[src/rtl/hbd_pkg.sv]
package hbd_pkg;
    // Fault code values shown in the low nibble of the status byte
    localparam logic [3:0] CODE_NONE = 4'hF;
    localparam logic [3:0] CODE_OL   = 4'hC;
    localparam logic [3:0] CODE_UV   = 4'h3;

    // Status byte bit positions
    localparam int unsigned ST_EN = 7;
    localparam int unsigned ST_OT = 6;
    localparam int unsigned ST_TV = 5;
    localparam int unsigned ST_CL = 4;

    // Shorts clear one code bit each; the priority is shorts, then undervoltage, then open load.
    function automatic logic [3:0] fault_code(input logic [1:0] scg,
                                              input logic [1:0] scvs,
                                              input logic       uv_act,
                                              input logic       ol_act);
        logic [3:0] sc_bits;
        sc_bits = {scvs[1], scg[1], scvs[0], scg[0]};
        if (|sc_bits)
            fault_code = ~sc_bits;
        else if (uv_act)
            fault_code = CODE_UV;
        else if (ol_act)
            fault_code = CODE_OL;
        else
            fault_code = CODE_NONE;
    endfunction
endpackage

[src/rtl/hbd_short_filter.sv]
// Short filter for one switch current flag.
// Counts consecutive clock edges on which the flag is high, and signals a
// detection on the edge where the run reaches FILT_CYC.
// Assumes the flag is synchronous to clk.
module hbd_short_filter #(
    parameter int unsigned FILT_CYC = 200
) (
    input  logic clk,
    input  logic rst_n,
    input  logic flag,
    output logic det
);
    localparam int unsigned CW = $clog2(FILT_CYC + 1);
    localparam logic [CW-1:0] LAST = CW'(FILT_CYC - 1);

    logic [CW-1:0] run_q;

    // Length of the current run of high samples, held at its limit
    always_ff @(posedge clk) begin
        if (!rst_n || !flag)
            run_q <= '0;
        else if (run_q != LAST)
            run_q <= run_q + 1'b1;
    end

    assign det = flag && (run_q == LAST);
endmodule

[src/rtl/hbd_short_latch.sv]
// Latches shorts to ground and to supply for each bridge output.
// Each output keeps only one short kind; the first one wins and ground wins
// when both kinds qualify together. A clear pulse empties all latches.
module hbd_short_latch #(
    parameter int unsigned N_OUT = 2
) (
    input  logic             clk,
    input  logic             rst_n,
    input  logic [N_OUT-1:0] det_hs,
    input  logic [N_OUT-1:0] det_ls,
    input  logic             clr,
    output logic [N_OUT-1:0] scg,
    output logic [N_OUT-1:0] scvs
);
    for (genvar k = 0; k < N_OUT; k++) begin : g_out
        // Ground-short latch for output k
        always_ff @(posedge clk) begin
            if (!rst_n || clr)
                scg[k] <= 1'b0;
            else if (det_hs[k] && !scvs[k])
                scg[k] <= 1'b1;
        end

        // Supply-short latch for output k
        always_ff @(posedge clk) begin
            if (!rst_n || clr)
                scvs[k] <= 1'b0;
            else if (det_ls[k] && !det_hs[k] && !scg[k])
                scvs[k] <= 1'b1;
        end
    end
endmodule

[src/rtl/hbd_openload_on.sv]
// Open-load detection while the bridge switches.
// Reports after PULSES strobes with no freewheeling, and withdraws after
// PULSES consecutive strobes with freewheeling. clr restarts everything.
// Assumes pulse is a one-cycle strobe and fw is valid with it.
module hbd_openload_on #(
    parameter int unsigned PULSES = 5
) (
    input  logic clk,
    input  logic rst_n,
    input  logic pulse,
    input  logic fw,
    input  logic clr,
    output logic ol
);
    localparam int unsigned CW = $clog2(PULSES + 1);
    localparam logic [CW-1:0] LAST = CW'(PULSES - 1);

    logic [CW-1:0] miss_q;
    logic [CW-1:0] hit_q;

    // Strobes without freewheeling seen since the last freewheel
    always_ff @(posedge clk) begin
        if (!rst_n || clr)
            miss_q <= '0;
        else if (pulse) begin
            if (fw)
                miss_q <= '0;
            else if (miss_q != LAST)
                miss_q <= miss_q + 1'b1;
        end
    end

    // Consecutive strobes with freewheeling
    always_ff @(posedge clk) begin
        if (!rst_n || clr)
            hit_q <= '0;
        else if (pulse) begin
            if (!fw)
                hit_q <= '0;
            else if (hit_q != LAST)
                hit_q <= hit_q + 1'b1;
        end
    end

    // Open-load indication with set and auto-clear thresholds
    always_ff @(posedge clk) begin
        if (!rst_n || clr)
            ol <= 1'b0;
        else if (pulse && !fw && miss_q == LAST)
            ol <= 1'b1;
        else if (pulse && fw && hit_q == LAST)
            ol <= 1'b0;
    end
endmodule

[src/rtl/hbridge_diag.sv]
// Bridge fault monitor: filters shorts, latches shorts and overtemperature,
// tracks undervoltage, open load and current limit, and forms the status
// byte, the shutdown request and the error flag.
// Assumes all inputs are synchronous to clk; diag_clr and supply_rst are pulses.
module hbridge_diag #(
    parameter int unsigned FILT_CYC = 200,
    parameter int unsigned PULSES   = 5
) (
    input  logic       clk,
    input  logic       rst_n,
    input  logic [1:0] hs_short,
    input  logic [1:0] ls_short,
    input  logic       cur_lim,
    input  logic       ot_shut,
    input  logic       ot_cool,
    input  logic       uv,
    input  logic       ol_off_cmp,
    input  logic       pwm_pulse,
    input  logic       fw_seen,
    input  logic       bridge_en,
    input  logic       dir,
    input  logic       ol_dis,
    input  logic       diag_clr,
    input  logic       supply_rst,
    output logic       shutdown_req,
    output logic       err_flag,
    output logic [7:0] status
);
    import hbd_pkg::*;

    localparam int unsigned N_OUT = 2;

    logic [N_OUT-1:0] det_hs, det_ls, scg, scvs;
    logic en_q, dir_q, uv_q, ol_off_q, ot_q, cl_q, ol_on;
    logic en_chg, dir_chg, clr_all, ol_act;

    // Short filters, one per switch
    for (genvar k = 0; k < N_OUT; k++) begin : g_filt
        hbd_short_filter #(.FILT_CYC(FILT_CYC)) u_hs (
            .clk(clk), .rst_n(rst_n), .flag(hs_short[k]), .det(det_hs[k]));
        hbd_short_filter #(.FILT_CYC(FILT_CYC)) u_ls (
            .clk(clk), .rst_n(rst_n), .flag(ls_short[k]), .det(det_ls[k]));
    end

    assign en_chg  = bridge_en != en_q;
    assign dir_chg = dir != dir_q;
    assign clr_all = en_chg || diag_clr || supply_rst;

    hbd_short_latch #(.N_OUT(N_OUT)) u_latch (
        .clk(clk), .rst_n(rst_n), .det_hs(det_hs), .det_ls(det_ls),
        .clr(clr_all), .scg(scg), .scvs(scvs));

    hbd_openload_on #(.PULSES(PULSES)) u_ol (
        .clk(clk), .rst_n(rst_n), .pulse(pwm_pulse), .fw(fw_seen),
        .clr(clr_all || dir_chg), .ol(ol_on));

    // Registered copies of level inputs; enable resets as active
    always_ff @(posedge clk) begin
        if (!rst_n) begin
            en_q     <= 1'b1;
            dir_q    <= 1'b0;
            uv_q     <= 1'b0;
            ol_off_q <= 1'b0;
        end else begin
            en_q     <= bridge_en;
            dir_q    <= dir;
            uv_q     <= uv;
            ol_off_q <= ol_off_cmp;
        end
    end

    // Overtemperature latch, released only once cooled
    always_ff @(posedge clk) begin
        if (!rst_n)
            ot_q <= 1'b0;
        else if (ot_shut)
            ot_q <= 1'b1;
        else if (ot_cool)
            ot_q <= 1'b0;
    end

    // Current-limit indication; an active limit beats any clear
    always_ff @(posedge clk) begin
        if (!rst_n)
            cl_q <= 1'b0;
        else if (cur_lim)
            cl_q <= 1'b1;
        else if (dir_chg || clr_all)
            cl_q <= 1'b0;
    end

    assign ol_act = !ol_dis && (ol_on || (!en_q && ol_off_q));

    assign shutdown_req = (|scg) || (|scvs) || ot_q || uv_q;
    assign err_flag     = shutdown_req || !en_q;

    always_comb begin
        status        = '0;
        status[ST_EN] = en_q;
        status[ST_OT] = !ot_q;
        status[ST_TV] = 1'b0;
        status[ST_CL] = !cl_q;
        status[3:0]   = fault_code(scg, scvs, uv_q, ol_act);
    end
endmodule

[config.mk]
export PLATFORM = sky130hd
export DESIGN_NAME = hbridge_diag
export DESIGN_NICKNAME = d
export VERILOG_FILES = /design/src/rtl/hbd_pkg.sv /design/src/rtl/hbd_short_filter.sv /design/src/rtl/hbd_short_latch.sv /design/src/rtl/hbd_openload_on.sv /design/src/rtl/hbridge_diag.sv
export SDC_FILE = /design/constraint.sdc
export NUM_CORES = 1
export LEC_CHECK = 0
export ABC_AREA = 1
export CAP_MARGIN = 20
export CORE_ASPECT_RATIO = 1.1
export CORE_UTILIZATION = 45
export CTS_CLUSTER_SIZE = 30
export DETAILED_ROUTE_END_ITERATION = 8
export GPL_TIMING_DRIVEN = 0
export PLACE_DENSITY = 0.75
export REMOVE_ABC_BUFFERS = 1
export SYNTH_ARGS = -nofsm -noshare
export SYNTH_HDL_FRONTEND = slang
export SYNTH_SLANG_ARGS = --single-unit
[constraint.sdc]
create_clock -name clk -period 2.3 [get_ports clk]
set_input_delay 0.46 -clock clk [delete_from_list [all_inputs] [get_ports clk]]
set_output_delay 0.46 -clock clk [all_outputs]
set_load 0.01 [all_outputs]
# Word-level counts from Yosys, hierarchy flattened

Cells that the tools add are included.
W data, S select, Z words.

$add $sub $neg: 6
Eq/ne operators: 15
Mux-type cells: 13
Bitwise operators: 1
Reductions and logical operators: 55

Operators by type and width:

| cell                  | number |
|---|---|
| $add A8 B1 Y8 const B | 4 |
| $eq A8 B8 Y1 const B  | 4 |
| $ne A8 B8 Y1 const B  | 4 |
| $logic_and A1 B1 Y1   | 16 |
| $logic_not A1 Y1      | 16 |
| $logic_or A1 B1 Y1    | 14 |
| $mux W3               | 4 |
| $mux W4               | 2 |
| $reduce_bool A2 Y1    | 4 |
| $add A3 B1 Y3 const B | 2 |
| $eq A3 B3 Y1 const B  | 2 |
| $mux W1               | 6 |
| $ne A3 B3 Y1 const B  | 2 |
| $not A4 Y4            | 1 |
| $reduce_and A2 Y1     | 2 |
| $reduce_or A2 Y1      | 2 |
| $reduce_or A4 Y1      | 1 |
| $mux W2               | 1 |
| $ne A1 B1 Y1          | 2 |
| $ne A2 B1 Y1 const B  | 1 |

Flip-flop bits (word level): 49
Input port bits: 18
Output and inout port bits: 10
Logic and storage cells: 107

# Longest topological paths before layout

Word-level depth: 7
Depth in mapped cells: 7
Depth with buffers taken out: 7

# Cells and area by module

A second synthesis with hierarchy kept.

Cell total of the unflattened synthesis: 419
Area total of the unflattened synthesis: 2,748.9 um2

Modules (own cells, without submodules):

| module           | times used | cells an instance | area each (um2) | sequential area each (um2) |
|---|---|---|---|---|
| hbd_short_filter | 4          | 70                | 445.4           | 160.2 |
| hbd_openload_on  | 1          | 65                | 449.2           | 140.1 |
| hbridge_diag     | 1          | 54                | 355.3           | 120.1 |
| hbd_short_latch  | 1          | 20                | 162.7           | 80.1 |

# Worst setup path after synthesis

Ideal clock, no wire load.

Path kind: register -> output
Start: register u_latch.scvs[1]
End: output status[0]
Arrival: 0.811 ns
Required time: 1.840 ns
Slack: 1.029 ns
Stages on the path, launching flop included: 5
Path buffers: 0
Cell sequence: dfxtp_1 > inv_1 > nand4_1 > inv_1 > o21ai_0

Longest elaborated chain between the ends: 2

Ends and longest elaborated chain:

| what                            | line                  | RTL |
|---|---|---|
| start, declared                 | hbd_short_latch.sv:13 | `output logic [N_OUT-1:0] scvs` |
| start signal, assigned by index | hbd_short_latch.sv:27 | `scvs[k] <= 1'b0;` |
| start signal, assigned by index | hbd_short_latch.sv:29 | `scvs[k] <= 1'b1;` |
| $reduce_or A4 Y1                | hbd_pkg.sv:20         | `if (\|sc_bits)` |
| $mux W4                         | hbd_pkg.sv:20         |  |
| end, declared                   | hbridge_diag.sv:27    | `output logic [7:0] status` |

No other way between the ends.

# Worst setup path after layout

Start: register u_latch.scvs[1]
End: output err_flag

Longest elaborated chain between the ends: 5

Ends and longest elaborated chain:

| what                             | line               | RTL |
|---|---|---|
| $reduce_or A2 Y1                 | hbridge_diag.sv:94 | `assign shutdown_req = (\|scg) \|\| (\|scvs) \|\| ot_q \|\| uv_q;` |
| $logic_or A1 B1 Y1 (3 in series) | hbridge_diag.sv:94 |  |
| $logic_or A1 B1 Y1               | hbridge_diag.sv:95 | `assign err_flag = shutdown_req \|\| !en_q;` |
| end, declared                    | hbridge_diag.sv:26 | `output logic err_flag,` |

No other way between the ends.

==> results.yml <==
sta:
  setup_violations: 0
  finClkSkew_ns: 0.00974
  fmax_ghz: 0.491
  rsz0062_at_grt: "false"
  tns_ns: 0
  finalCritPeriodShare_pct: 88.6
  final_hold_viol_count: 0
  fin_crit_ns: 2.04
  slew_viol_final: 0
yosys:
  syn_avg_cell_area_um2: 7.12
  synthTopCellsByArea: "dfxtp_1 41%, nand2_1 9.8%, inv_1 8.9%, nor2_1 7.0%, nand3_1 5.3%"
  synth_top_area_share_pct: 41.4
  synth_top_flop_cell: "dfxtp_1"
  yosysWarnings: 0
  ys_ff_latch: 49
  synth_cell_types: 25
  synth_largest_area_cell: "dfxtp_1"
  synth-async-reset-ratio_pct: 0
  synth_edf_count: 0
  synthCells: 333
  syn-cell-area_um2: 2370
  yosysSeqAreaShare_pct: 41.4
finish:
  layout_commonest_cell: "nand2_1"
  drive_above_1_share_pct: 5.77
  final_nets: 389
  nFillCells: 479
  fin_area_um2: 2830
  diodes: 0
  final_cell_mix: "62 x nand2_1, 56 x inv_1, 49 x dfxtp_1, 43 x nor2_1, 25 x nand3_1"
  area_growth_pct: 19.3
  final_cells: 422
route:
  drc: 1
  wl_per_cell_um: 10.3
  wl_um: 4350
  first_pass_iters: 6
  vias: 2005
  drtIter0Drc: 61
  routed_via_density: 4.75
  ant_nets: 0
worst_hold_path:
  whs_path_depth: 2
  hold_class: "flop to flop"
floorplanning:
  initial_core_util_pct: 47.1
  dieArea_um2: 5560
  rows: 27
  die_w_um: 71.2
  die_h_um: 78.1
  io-pin-count: 28
  coreArea_um2: 5030
power:
  leakage_uw: 0.00111
  ir_worst_vdd_v: 0.000354
  clock_power_share_pct: 42.1
  p_sw_share_pct: 20.4
  power.internal_uw: 1350
  power_switching_uw: 347
  pwr-share-comb_pct: 6.8
  seq_power_share_pct: 51.2
  powerDensity_nw_per_um2: 601
global_route:
  grt_pass1_vias: 1874
  met2_usage_pct: 30.1
  grt_busiest_layer: "met2"
  grt_use_total_pct: 17.8
  met3_usage_pct: 3.21
  antenna_found_initial: 0
  use_met1_pct: 22.1
  gr-total-overflow: 0
  grt_start_max_net_pins: 16
  grt_pass1_wl_um: 7890
job:
  maxCapViolations: 0
cts:
  cts.reportedPaths.clkPinSlew_ns: 0.09
  cts_tree: "done"
  worstSkewPairLatency_ns: 0.30
  numCtsBuffers: 5
  cts_num_sinks: 49
  h-tree-depth: 2
  cts_setup_buffers: 0
  clk_path_buf_depth: 2
  ctsHoldBuffers: 0
  root_buffer: "clkbuf_8"
worst_setup_path:
  r2r_cells: 5
  required_ns: 1.84
  path_cells: "inv_1 -> nand4_1 -> nor2_2 -> nand3_1 -> clkdlybuf4s50_1"
  critPathMaxStageDelay_ns: 0.48
  worstSetupStartpointType: "flop"
  cp_max_fo: 3
  crit_arrival_ns: 1.58
  crit_type: "flop to output pin"
  critPathSlowestCell: "clkdlybuf4s50_1"
  end_kind: "output pin"
placed_design:
  dpl.cell_count: 414
  place_area_um2: 2680
  place.gp.congestion: 0.812
  portBuffers: 26
  dp_hpwl_um: 3280
outcome:
  violations: "design-rule violations"
  status: "finished, violations left"
[area by class of cell]
class	count	area, µm²	area share, %
repair buffers	26	270	9.56
inverters	59	223	7.88
clock buffers	5	68.8	2.43
well taps	58	72.6	2.57
flip-flops and latches	49	981	34.7
clock inverters	3	65.1	2.30
multi-input cells	222	1150	40.6
[kinds of logic (layout without fill, tap and decap cells)]
group / Yosys count / in the layout / share of synthesized area (%)
compound gates: 35 / 35 / 7.39
xor+xnor: 17 / 17 / 6.28
fa+ha+maj: 8 / 8 / 4.22
buf+inv: 62 / 93 / 10.3
flops: 49 / 49 / 41.4
other cells: 1 / 1 / 0.158
simple gates: 161 / 161 / 30.2
[registers in the layout, indices dropped and copies added, names as in the netlist]
signal / flops
en_q: 1
u_ol.hit_q: 3
g_filt.u_ls.run_q: 16
u_latch.scvs: 2
dir_q: 1
ol_off_q: 1
u_ol.miss_q: 3
ot_q: 1
cl_q: 1
uv_q: 1
u_ol.ol: 1
u_latch.scg: 2
g_filt.u_hs.run_q: 16
[synth_stat cells (all sizes together), types with 3 or more instances]
cell type and number:
nand3 25, a21oi 24, dfxtp 49, inv 57, xnor2 10, ha 8
nor2 47, nor3 11, nand3b 3, nand4 7, xor2 7, buf 3
nand2 65, o21ai 11
[through the flow]
stage | setup slack, ns | hold WS, ns | total power [µW] | utilization [%]
floorplan | 1.03 | 0.447 | 941 | -
global placement | 0.0292 | 0.455 | 1000 | 53.3
finish | 0.263 | 0.471 | 1700 | 56.2
global route | 0.148 | 0.503 | 1780 | 56.2
CTS | 0.0277 | 0.475 | 1720 | 56.0
detailed placement | 0.0354 | 0.458 | 1010 | 53.3
[critical path, delay by kind of cell, from the launching register on]
family	cells	cell delay (ns)
buffers and inverters	2	0.55
and+or+nand+nor	3	0.39
DFF	1	0.33
[power by group through the flow]
stage,Combinational [µW],Sequential (µW),Clock (µW)
after global routing,130,872,779
final,115,870,716
after CTS,117,870,734
after global placement,114,889,0
after floorplan,53.3,888,0
after detailed placement,116,890,0
[final timing paths]
kind | slack, ns | startpoint | to
max | 0.26 | u_latch.scvs[1] | err_flag
min reg2reg | 0.47 | cl_q | cl_q
min | 0.47 | cl_q | cl_q
max reg2reg | 0.97 | g_filt[0].u_hs.run_q[0] | u_latch.scg[0]
[timing repair]
| action | CTS | global route |
|---|---|---|
| hold endpoints to repair | 0 | 0 |
| gates resized for setup | 1 | 4 |
| setup endpoints to repair | 2 | 4 |
[layer usage]
layer,vias to the layer above,routed length (µm)
met5,-,0
met4,0,56
met3,5,131
met2,31,2070
met1,872,2100
li1,1097,-
Note: power is estimated with default switching activity, not from simulation.
